**config.mk**
```make
export PLATFORM = sky130hd
export DESIGN_NAME = wrseq_top
export DESIGN_NICKNAME = d
export VERILOG_FILES = /design/src/rtl/wrseq_pkg.sv /design/src/rtl/wrseq_datapath.sv /design/src/rtl/wrseq_ctrl.sv /design/src/rtl/wrseq_top.sv
export SDC_FILE = /design/constraint.sdc
export NUM_CORES = 1
export LEC_CHECK = 0
export ABC_AREA = 1
export BUFFER_PORTS_ARGS = -buffer_cell sky130_fd_sc_hd__buf_4
export CAP_MARGIN = 20
export CORE_ASPECT_RATIO = 2
export CORE_MARGIN = 5
export CORE_UTILIZATION = 35
export CTS_CLUSTER_DIAMETER = 120
export DETAILED_ROUTE_END_ITERATION = 8
export GPL_TIMING_DRIVEN = 0
export PLACE_DENSITY_LB_ADDON = 0.05
export SYNTH_ARGS = -nofsm -noshare
export SYNTH_HDL_FRONTEND = slang
export SYNTH_SLANG_ARGS = --single-unit
export TNS_END_PERCENT = 20
```
**constraint.sdc**
```tcl
create_clock -name clk -period 4.3 [get_ports clk]
set_input_delay 0.645 -clock clk [delete_from_list [all_inputs] [get_ports clk]]
set_output_delay 0.645 -clock clk [all_outputs]
set_load 0.05 [all_outputs]
```
**src/rtl/wrseq_pkg.sv**
```systemverilog
package wrseq_pkg;

  typedef enum logic [1:0] {
    CMD_NOP = 2'd0,
    CMD_ACT = 2'd1,
    CMD_WR  = 2'd2,
    CMD_PRE = 2'd3
  } sdCmd_e;

  // control -> datapath
  typedef struct packed {
    logic loadStart;
    logic actCur;
    logic actNext;
    logic wr;
    logic preOld;
    logic preCur;
  } seqStrobe_t;

  // datapath -> control, describing the burst about to be written
  typedef struct packed {
    logic burstFirst;
    logic burstPenult;
    logic burstLast;
    logic finalGroup;
    logic pauseOk;
  } seqFlags_t;

endpackage

```
**src/rtl/wrseq_datapath.sv**
```systemverilog
module wrseq_datapath
  import wrseq_pkg::*;
#(
  parameter int NUM_BANKS = 4,
  parameter int NUM_ROWS  = 8192,
  parameter int COL_W     = 9,
  parameter int BURST_LEN = 8,
  parameter int BANK_W    = 2,
  parameter int ROW_W     = 13
) (
  input  logic              clk,
  input  logic              rst_n,
  input  seqStrobe_t        strb,
  input  logic [BANK_W-1:0] startBank,
  input  logic [ROW_W-1:0]  startRow,
  output seqFlags_t         flags,
  output sdCmd_e            cmdOut,
  output logic [BANK_W-1:0] cmdBank,
  output logic [ROW_W-1:0]  cmdRow,
  output logic [COL_W-1:0]  cmdCol
);

  localparam int BURSTS = (1 << COL_W) / BURST_LEN;
  localparam int BIDX_W = $clog2(BURSTS);
  localparam int LOG_BL = $clog2(BURST_LEN);

  logic [BANK_W-1:0] curBank, prevBank, nxtBank;
  logic [ROW_W-1:0]  curRow, prevRow, nxtRow;
  logic [BIDX_W-1:0] burstIdx;
  logic              bankWrap;

  generate
    if ((1 << BANK_W) == NUM_BANKS) begin : g_wrapPow2
      assign bankWrap = &curBank;
    end else begin : g_wrapCmp
      assign bankWrap = (curBank == BANK_W'(NUM_BANKS - 1));
    end
  endgenerate

  assign nxtBank = bankWrap ? '0 : curBank + BANK_W'(1);
  assign nxtRow  = bankWrap ? curRow + ROW_W'(1) : curRow;

  assign flags.burstFirst  = (burstIdx == '0);
  assign flags.burstPenult = (burstIdx == BIDX_W'(BURSTS - 2));
  assign flags.burstLast   = (burstIdx == BIDX_W'(BURSTS - 1));
  assign flags.finalGroup  = bankWrap && (curRow == ROW_W'(NUM_ROWS - 1));
  assign flags.pauseOk     = (burstIdx != '0) && (burstIdx < BIDX_W'(BURSTS - 2));

  always_ff @(posedge clk or negedge rst_n) begin
    if (!rst_n) begin
      curBank  <= '0;
      curRow   <= '0;
      prevBank <= '0;
      prevRow  <= '0;
      burstIdx <= '0;
      cmdOut   <= CMD_NOP;
      cmdBank  <= '0;
      cmdRow   <= '0;
      cmdCol   <= '0;
    end else begin
      cmdOut <= CMD_NOP;
      if (strb.loadStart) begin
        curBank  <= startBank;
        curRow   <= startRow;
        burstIdx <= '0;
        cmdOut   <= CMD_ACT;
        cmdBank  <= startBank;
        cmdRow   <= startRow;
        cmdCol   <= '0;
      end
      if (strb.actCur) begin
        cmdOut  <= CMD_ACT;
        cmdBank <= curBank;
        cmdRow  <= curRow;
      end
      if (strb.actNext) begin
        cmdOut  <= CMD_ACT;
        cmdBank <= nxtBank;
        cmdRow  <= nxtRow;
      end
      if (strb.wr) begin
        cmdOut  <= CMD_WR;
        cmdBank <= curBank;
        cmdRow  <= curRow;
        cmdCol  <= {burstIdx, {LOG_BL{1'b0}}};
        if (flags.burstLast) begin
          prevBank <= curBank;
          prevRow  <= curRow;
          curBank  <= nxtBank;
          curRow   <= nxtRow;
          burstIdx <= '0;
        end else begin
          burstIdx <= burstIdx + BIDX_W'(1);
        end
      end
      if (strb.preOld) begin
        cmdOut  <= CMD_PRE;
        cmdBank <= prevBank;
        cmdRow  <= prevRow;
      end
      if (strb.preCur) begin
        cmdOut  <= CMD_PRE;
        cmdBank <= curBank;
        cmdRow  <= curRow;
      end
    end
  end

  // two WRITEs never sit in adjacent cycles
  assert_write_gap_R3: assert property (@(posedge clk) disable iff (!rst_n)
    (cmdOut == CMD_WR) |=> (cmdOut != CMD_WR));

  // an ACTIVE is always followed by an idle slot
  assert_act_then_nop_R2: assert property (@(posedge clk) disable iff (!rst_n)
    (cmdOut == CMD_ACT) |=> (cmdOut == CMD_NOP));

endmodule

```
**src/rtl/wrseq_ctrl.sv**
```systemverilog
module wrseq_ctrl
  import wrseq_pkg::*;
#(
  parameter int T_RCD = 3,
  parameter int SLOT  = 4
) (
  input  logic       clk,
  input  logic       rst_n,
  input  logic       startPulse,
  input  logic       pauseReq,
  input  seqFlags_t  flags,
  output seqStrobe_t strb,
  output logic       pauseAck,
  output logic       seqDone
);

  localparam int MAX_WAIT = (T_RCD > SLOT) ? T_RCD : SLOT;
  localparam int WAIT_W   = $clog2(MAX_WAIT);

  typedef enum logic [1:0] {ST_IDLE, ST_RUN, ST_PAUSED} seqState_e;
  typedef enum logic [2:0] {P_NONE, P_ACT_NEXT, P_PRE_PREV, P_PRE_PAUSE, P_PRE_DONE} postAct_e;

  seqState_e         st, stN;
  postAct_e          post, postN;
  logic [WAIT_W-1:0] waitCnt, waitN;
  logic              pendPre, pendN;
  logic              doneQ, doneN;

  always_comb begin
    strb  = '0;
    stN   = st;
    postN = post;
    waitN = waitCnt;
    pendN = pendPre;
    doneN = doneQ;
    case (st)
      ST_IDLE: begin
        if (startPulse) begin
          strb.loadStart = 1'b1;
          stN   = ST_RUN;
          waitN = WAIT_W'(T_RCD - 1);
          postN = P_NONE;
          pendN = 1'b0;
          doneN = 1'b0;
        end
      end
      ST_RUN: begin
        if (waitCnt != '0) waitN = waitCnt - WAIT_W'(1);
        case (post)
          P_ACT_NEXT:  strb.actNext = 1'b1;
          P_PRE_PREV:  strb.preOld  = 1'b1;
          P_PRE_PAUSE: begin
            strb.preCur = 1'b1;
            stN = ST_PAUSED;
          end
          P_PRE_DONE: begin
            strb.preOld = 1'b1;
            stN   = ST_IDLE;
            doneN = 1'b1;
          end
          default: ;
        endcase
        if (post != P_NONE) postN = P_NONE;
        if (waitCnt == '0) begin
          strb.wr = 1'b1;
          waitN   = WAIT_W'(SLOT - 1);
          if (flags.burstLast && flags.finalGroup) begin
            postN = P_PRE_DONE;
          end else if (flags.burstPenult && !flags.finalGroup) begin
            postN = P_ACT_NEXT;
          end else if (flags.burstFirst && pendPre) begin
            postN = P_PRE_PREV;
            pendN = 1'b0;
          end else if (pauseReq && flags.pauseOk) begin
            postN = P_PRE_PAUSE;
          end
          if (flags.burstLast && !flags.finalGroup) pendN = 1'b1;
        end
      end
      ST_PAUSED: begin
        if (!pauseReq) begin
          strb.actCur = 1'b1;
          stN   = ST_RUN;
          waitN = WAIT_W'(T_RCD - 1);
        end
      end
      default: stN = ST_IDLE;
    endcase
  end

  always_ff @(posedge clk or negedge rst_n) begin
    if (!rst_n) begin
      st      <= ST_IDLE;
      post    <= P_NONE;
      waitCnt <= '0;
      pendPre <= 1'b0;
      doneQ   <= 1'b0;
    end else begin
      st      <= stN;
      post    <= postN;
      waitCnt <= waitN;
      pendPre <= pendN;
      doneQ   <= doneN;
    end
  end

  assign pauseAck = (st == ST_PAUSED);
  assign seqDone  = doneQ;

  // acknowledge only rises when a request stood at the accepting WRITE
  assert_ack_needs_req_R9: assert property (@(posedge clk) disable iff (!rst_n)
    $rose(pauseAck) |-> $past(pauseReq, 2));

  // a dropped request releases the pause on the next cycle
  assert_release_R11: assert property (@(posedge clk) disable iff (!rst_n)
    (pauseAck && !pauseReq) |=> !pauseAck);

endmodule

```
**src/rtl/wrseq_top.sv**
```systemverilog
module wrseq_top
  import wrseq_pkg::*;
#(
  parameter int NUM_BANKS = 4,
  parameter int NUM_ROWS  = 8192,
  parameter int COL_W     = 9,
  parameter int BURST_LEN = 8,
  parameter int T_RCD     = 3,
  localparam int BANK_W   = $clog2(NUM_BANKS),
  localparam int ROW_W    = $clog2(NUM_ROWS)
) (
  input  logic              clk,
  input  logic              rst_n,
  input  logic              startPulse,
  input  logic [BANK_W-1:0] startBank,
  input  logic [ROW_W-1:0]  startRow,
  input  logic              pauseReq,
  output logic [1:0]        cmdOut,
  output logic [BANK_W-1:0] cmdBank,
  output logic [ROW_W-1:0]  cmdRow,
  output logic [COL_W-1:0]  cmdCol,
  output logic              pauseAck,
  output logic              seqDone
);

  localparam int SLOT = BURST_LEN / 2;

  seqStrobe_t strb;
  seqFlags_t  flags;
  sdCmd_e     cmdE;

  wrseq_ctrl #(
    .T_RCD (T_RCD),
    .SLOT  (SLOT)
  ) ctrl_i (
    .clk        (clk),
    .rst_n      (rst_n),
    .startPulse (startPulse),
    .pauseReq   (pauseReq),
    .flags      (flags),
    .strb       (strb),
    .pauseAck   (pauseAck),
    .seqDone    (seqDone)
  );

  wrseq_datapath #(
    .NUM_BANKS (NUM_BANKS),
    .NUM_ROWS  (NUM_ROWS),
    .COL_W     (COL_W),
    .BURST_LEN (BURST_LEN),
    .BANK_W    (BANK_W),
    .ROW_W     (ROW_W)
  ) dp_i (
    .clk       (clk),
    .rst_n     (rst_n),
    .strb      (strb),
    .startBank (startBank),
    .startRow  (startRow),
    .flags     (flags),
    .cmdOut    (cmdE),
    .cmdBank   (cmdBank),
    .cmdRow    (cmdRow),
    .cmdCol    (cmdCol)
  );

  assign cmdOut = cmdE;

  // bus stays idle while held
  assert_quiet_pause_R10: assert property (@(posedge clk) disable iff (!rst_n)
    (pauseAck && $past(pauseAck)) |-> (cmdOut == 2'd0));

  // acknowledge arrives together with the closing PRECHARGE
  assert_pre_with_ack_R9: assert property (@(posedge clk) disable iff (!rst_n)
    $rose(pauseAck) |-> (cmdOut == 2'd3));

  // completion coincides with the final PRECHARGE
  assert_pre_with_done_R8: assert property (@(posedge clk) disable iff (!rst_n)
    $rose(seqDone) |-> (cmdOut == 2'd3));

endmodule

```
== After elaboration in Yosys (flattened, before gate mapping) ==
Index checks and enable logic that the tools add are counted.

* Bits in registers: 71
* Output and inout bits: 28
* Word-level logic and storage cells: 129

* Add/sub/neg operators: 4
* Order comparisons: 1
* Eq/ne operators: 18
* Mux-type cells: 66
* Reductions and logical operators: 26

{| class="wikitable"
|+ Operators by type and width
! kind !! number
|-
| 2-to-1 mux 13 bit || 10
|-
| 2-to-1 mux 2 bit || 21
|-
| 2-to-1 mux 3 bit || 7
|-
| 2-to-1 mux 6 bit || 3
|-
| 2-to-1 mux 9 bit || 2
|-
| 2-to-1 mux 1 bit || 16
|-
| adder 13 x 1 -> 13 bit (second input constant) || 1
|-
| == test 13 bit (second input constant) || 1
|-
| == test 6 bit (second input constant) || 2
|-
| one-hot mux 2 bit (3 select lines) || 2
|-
| nonzero test 6 bit || 2
|-
| inequality test 3 bit (second input constant) || 3
|-
| logical AND 1 bit || 7
|-
| adder 6 x 1 -> 6 bit (second input constant) || 1
|-
| == test 3 x 2 -> 1 bit (second input constant) || 2
|-
| logical NOT 6 bit || 1
|-
| less-than comparator 6 bit (second input constant) || 1
|-
| inequality test 2 bit (second input constant) || 3
|-
| inequality test 3 x 1 -> 1 bit (second input constant) || 2
|-
| one-hot mux 3 bit (2 select lines) || 1
|-
| AND reduction 2 bit || 3
|-
| AND reduction 3 bit || 2
|-
| AND reduction 6 bit || 1
|-
| nonzero test 2 bit || 3
|-
| 15 further kinds || 18
|}

== Logic depth before layout (Yosys ltp) ==
* Depth in word-level cells: 9
* Mapped depth: 12
* Mapped depth without buffers: 12

== Hierarchy ==
From an unflattened synthesis, not the netlist that was laid out.

* Cell total of the unflattened synthesis: 550
* Area, all modules: 4037.6 µm²

{| class="wikitable"
|+ By module, submodules not included
! module !! times used !! cells each !! area an instance (µm²) !! seq. area each (µm²)
|-
| wrseq_datapath || 1 || 475 || 3508.4 || 1476.4
|-
| wrseq_ctrl || 1 || 75 || 529.3 || 225.2
|}

== Least setup slack after synthesis ==
Ideal clock, no wire load.

* Path kind: register to register
* Start point: reg ctrl_i.st[0]
* End point: reg dp_i.cmdRow[3]
* Setup time: 77 ps
* Data arrival time: 1775 ps
* Data required time: 4223 ps
* Path slack: 2448 ps
* Stages on the path, launching flop included: 11
* Clock period less this slack: 1852 ps
* Cell sequence: dfrtp_1 -> nor2_2 -> nand2_4 -> inv_4 -> nor2_8 -> nand2_2 -> nor2_4 -> buf_6 -> inv_2 -> nor2_1 -> a21oi_1

* Cells in the longest elaborated chain, start to end: 7
* Elaborated cells between the ends (all ways): 12
* Classes of those cells: eq/ne: 2; mux: 8; reduce/logical: 2

{| class="wikitable"
|+ Ends and longest elaborated chain
! item !! RTL line !! RTL
|-
| start: declaration || wrseq_ctrl.sv:23 || <nowiki>seqState_e st, stN;</nowiki>
|-
| start signal: assignment || wrseq_ctrl.sv:99 || <nowiki>st <= stN;</nowiki>
|-
| == test 2 bit * || -- ||
|-
| named net pauseAck || wrseq_top.sv:22 || <nowiki>output logic pauseAck,</nowiki>
|-
| 2-to-1 mux 1 bit * || wrseq_ctrl.sv:36 || <nowiki>case (st)</nowiki>
|-
| 2-to-1 mux 13 bit || wrseq_datapath.sv:71 || <nowiki>if (strb.actCur) begin</nowiki>
|-
| 2-to-1 mux 13 bit || wrseq_datapath.sv:76 || <nowiki>if (strb.actNext) begin</nowiki>
|-
| 2-to-1 mux 13 bit || wrseq_datapath.sv:81 || <nowiki>if (strb.wr) begin</nowiki>
|-
| 2-to-1 mux 13 bit || wrseq_datapath.sv:96 || <nowiki>if (strb.preOld) begin</nowiki>
|-
| 2-to-1 mux 13 bit || wrseq_datapath.sv:101 || <nowiki>if (strb.preCur) begin</nowiki>
|-
| end signal: assignment || wrseq_datapath.sv:79 || <nowiki>cmdRow <= nxtRow;</nowiki>
|-
| end signal: assignment || wrseq_datapath.sv:84 || <nowiki>cmdRow <= curRow;</nowiki>
|-
| end signal: assignment || wrseq_datapath.sv:99 || <nowiki>cmdRow <= prevRow;</nowiki>
|-
| end: declaration || wrseq_datapath.sv:19 || <nowiki>output logic [ROW_W-1:0] cmdRow,</nowiki>
|}

The timed path passes the listed nets; every way through them passes the cells marked *.
A chain may end at the register's enable or synchronous reset.

== Final worst setup path ==
* Start point: reg dp_i.curBank[0]
* End point: reg ctrl_i.post[1]

* Cells in the longest elaborated chain, start to end: 8
* Elaborated cells between the ends (all ways): 9
* Classes of those cells: mux: 4; reduce/logical: 5

{| class="wikitable"
|+ Ends and longest elaborated chain
! item !! RTL line !! RTL
|-
| start: declaration || wrseq_datapath.sv:27 || <nowiki>logic [BANK_W-1:0] curBank, prevBank, nxtBank;</nowiki>
|-
| start signal: assignment || wrseq_datapath.sv:63 || <nowiki>curBank <= startBank;</nowiki>
|-
| start signal: assignment || wrseq_datapath.sv:89 || <nowiki>curBank <= nxtBank;</nowiki>
|-
| AND reduction 2 bit * || wrseq_datapath.sv:34 || <nowiki>assign bankWrap = &curBank;</nowiki>
|-
| logical AND 1 bit * || wrseq_datapath.sv:46 || <nowiki>assign flags.finalGroup = bankWrap && (curRow == ROW_W'(NUM_ROWS - 1));</nowiki>
|-
| logical NOT 1 bit || wrseq_ctrl.sv:69 || <nowiki>end else if (flags.burstPenult && !flags.finalGroup) begin</nowiki>
|-
| logical AND 1 bit || wrseq_ctrl.sv:69 ||
|-
| 2-to-1 mux 3 bit || wrseq_ctrl.sv:69 ||
|-
| 2-to-1 mux 3 bit * || wrseq_ctrl.sv:67 || <nowiki>if (flags.burstLast && flags.finalGroup) begin</nowiki>
|-
| 2-to-1 mux 3 bit * || wrseq_ctrl.sv:64 || <nowiki>if (waitCnt == '0) begin</nowiki>
|-
| one-hot mux 3 bit (2 select lines) * || wrseq_ctrl.sv:36 ||
|-
| end signal: assignment || wrseq_ctrl.sv:100 || <nowiki>post <= postN;</nowiki>
|-
| end: declaration || wrseq_ctrl.sv:24 || <nowiki>postAct_e post, postN;</nowiki>
|}

Mark *: on every way between the ends. The rest lies on a longest branch, timed or not.

==> flow_summary.yaml <==
setup_path:
  cp-start-kind: "flip-flop"
  worstSetupPathType: "flip-flop to flip-flop"
  rr_worst_depth: 8
  cp.arrival_ns: 2.38
  cp-end-kind: "flip-flop"
  crit_fanout: 7
  cp.required_ns: 4.51
clock_network:
  cts_tree: "yes"
  cts-hold-fix-buffers: 0
  cts_max_path_buffers: 2
  h-tree-depth: 3
  cts_sinks: 68
  cts_buffers: 9
  cts_resized: 0
  clk_pin_slew_ns: 0.06
  postCtsSetupBuffers: 0
  cts_root_buffer: "clkbuf_16"
  clk_latency_ns: 0.34
synthesis:
  synth_cell_types: 36
  yosysWarningCount: 0
  syn-cell-area_sq_mm: 0.00406
  avgSynthCellArea_sq_um: 7.35
  netlist_instances: 553
  yosysSeqAreaShare_pct: 41.9
  synth_seq_cells: 68
detailed_routing:
  vias_per_cell: 5.21
  routed_wl_mm: 13.8
  drc_errors: 0
  ant_nets: 0
  via_count: 3935
  wl_per_cell_um: 18.3
  initialDrtViolationCount: 282
  first_pass_iters: 5
final_layout:
  mostFrequentLayoutCell: "nand2_1"
  final_cell_mix: "175 x nand2_1, 68 x dfrtp_1, 56 x inv_1"
  n_fill_cell: 1166
  drive_gt1_share_pct: 17.4
  nets: 634
  antennaDiodeCount: 0
  area_growth_pct: 19.7
  layout.cells.non_filler: 756
placed_design:
  pre_cts_slack_ns: 2.17
  numPortBuffers: 43
  place_hpwl_mm: 10.2
  dp_cells: 740
  gp_congestion: 0.906
sta:
  setup_violations: 0
  finalCritPeriodShare_pct: 50.5
  drv_slew: 0
  slew_headroom_pct: 38.2
  fin_skew_ns: 0.00571
  setup_tns_ns: 0
  finalHoldViolCount: 0
  rsz0062_at_grt: "false"
  fin_crit_ns: 2.17
  fmax_mhz: 461
  setup_ws_ns: 2.13
  worstMarginPinSlew_ns: 0.927
hold_path:
  min_path_type: "input pin to async pin"
floorplan:
  die_h_um: 162
  core_sq_mm: 0.0114
  pin_count: 47
  initial_core_util_pct: 35.8
  row_count: 55
  die_area_sq_mm: 0.0140
  fp.dieW_um: 86.2
pwr:
  power.density_mw_per_mm2: 762
  clkPwrFrac_pct: 20.1
  seq_power_share_pct: 28.3
  combPwrFrac_pct: 51.6
  p_leak_nw: 2.42
  ir_drop_mv: 0.363
  switchingPower_w: 0.00182
  switching_share_pct: 49.1
  total_power_w: 0.00371
  internal-power_w: 0.00189
global_route:
  grt_use_total_pct: 20.7
  grt_max_degree: 69
  antenna_found_initial: 0
  grt_pass1_wl_mm: 21.9
  grt_pass1_vias: 4066
  overflow: 0
flow_run:
  cap_violations: 0
status:
  status: "finished, final reports clean"
==> cell type report <==
class	count	area (sq um)	share of cell area, %
Tap cell	142	178	3.65
Timing Repair Buffer	43	323	6.64
Clock inverter	6	65.1	1.34
Inverter	66	250	5.14
Clock buffer	10	229	4.71
Sequential cell	68	1700	35.0
Buffer	23	131	2.70
Multi-Input combinational cell	398	1990	40.8
==> path summary, 6_finish.rpt <==
path                       slack, ns                end              start
setup / recovery                2.13     ctrl_i.post[1]    dp_i.curBank[0]
hold / removal                  0.41    dp_i.prevRow[7]              rst_n
setup reg to reg                2.13     ctrl_i.post[1]    dp_i.curBank[0]
hold reg to reg                 0.48  ctrl_i.waitCnt[0]  ctrl_i.waitCnt[0]
max in group asynchronous       3.26    dp_i.prevRow[3]              rst_n
min in group clk                0.48  ctrl_i.waitCnt[0]  ctrl_i.waitCnt[0]
==> worst max-delay path: stages, from the launching register on <==
cell and delay, ns:
dfrtp_1 0.39, ha_1 0.38, nand2_1 0.23, nor2_4 0.20, nand2_1 0.13, nor2_1 0.11
nand2_1 0.15, o21ai_0 0.30, o22ai_1 0.15
==> power by group through the flow <==
stage / clock [W] / sequential [W] / combinational [W]
2_1_floorplan: 0 / 0.00135 / 0.00102
3_3_place_gp: 0 / 0.00105 / 0.00190
3_5_place_dp: 0 / 0.00106 / 0.00192
4_1_cts: 0.000762 / 0.00105 / 0.00193
5_1_grt: 0.000793 / 0.00108 / 0.00211
6_report: 0.000743 / 0.00105 / 0.00191
==> synthesized netlist by cell type <==
master	number	area share, %
a21boi_1	1	0.18
a21oi_1	21	2.6
a22o_1	1	0.22
a22oi_1	3	0.55
a31oi_1	10	1.5
a32oi_1	3	0.65
buf_2	14	1.7
buf_4	3	0.55
buf_6	2	0.55
clkbuf_1	3	0.28
clkbuf_2	1	0.12
conb_1	1	0.092
dfrtp_1	68	42
ha_1	6	1.8
inv_1	56	5.2
inv_2	9	0.83
inv_4	1	0.15
nand2_1	175	16
nand2_2	2	0.31
nand2_4	7	1.9
nand3_1	34	4.2
nand3_2	1	0.25
nand4_1	5	0.77
nor2_1	29	2.7
nor2_2	4	0.62
nor2_4	3	0.83
nor2_8	2	0.99
nor3_1	3	0.37
nor3b_1	1	0.18
o211ai_1	7	1.3
o21ai_0	50	6.2
o21ai_1	11	1.4
o22ai_1	8	1.2
o311ai_0	1	0.22
o311ai_1	1	0.22
xor2_1	6	1.3
==> sequential cells by signal (all words and copies together), names as in the netlist <==
signal / cells
ctrl_i.pendPre: 1
ctrl_i.post: 3
ctrl_i.seqDone: 1
ctrl_i.st: 2
ctrl_i.waitCnt: 2
dp_i.burstIdx: 6
dp_i.cmdBank: 2
dp_i.cmdCol: 6
dp_i.cmdOut: 2
dp_i.cmdRow: 13
dp_i.curBank: 2
dp_i.curRow: 13
dp_i.prevBank: 2
dp_i.prevRow: 13
==> metrics by stage <==
stage / utilization [%] / area, sq um / hold WS [ns]
after floorplan: - / 4070 / 0.349
after global placement: 40.3 / 4570 / 0.456
after detailed placement: 40.3 / 4570 / 0.467
after CTS: 42.8 / 4860 / 0.472
after global routing: 42.8 / 4860 / 0.496
final: 42.8 / 4860 / 0.412
==> cells by family after synthesis <==
| kind of cell | share of synthesized area [%] |
|---|---|
| and+or+nand+nor | 29.3 |
| adders and majority gates | 1.85 |
| buffers and inverters | 9.39 |
| xor gates and xnor gates | 1.29 |
| DFF | 41.9 |
| other | 0.0923 |
| AOI/OAI and AO/OA | 16.2 |
==> metal layers <==
layer  routed length, um  vias up  track usage [%]
li1                    -     1906                -
met1                5020     1845             22.0
met2                7440      141             37.7
met3                 719       43             3.70
met4                 641        0             11.1
met5                   0        -                0
No activity file was read; power rests on OpenSTA's default activity.
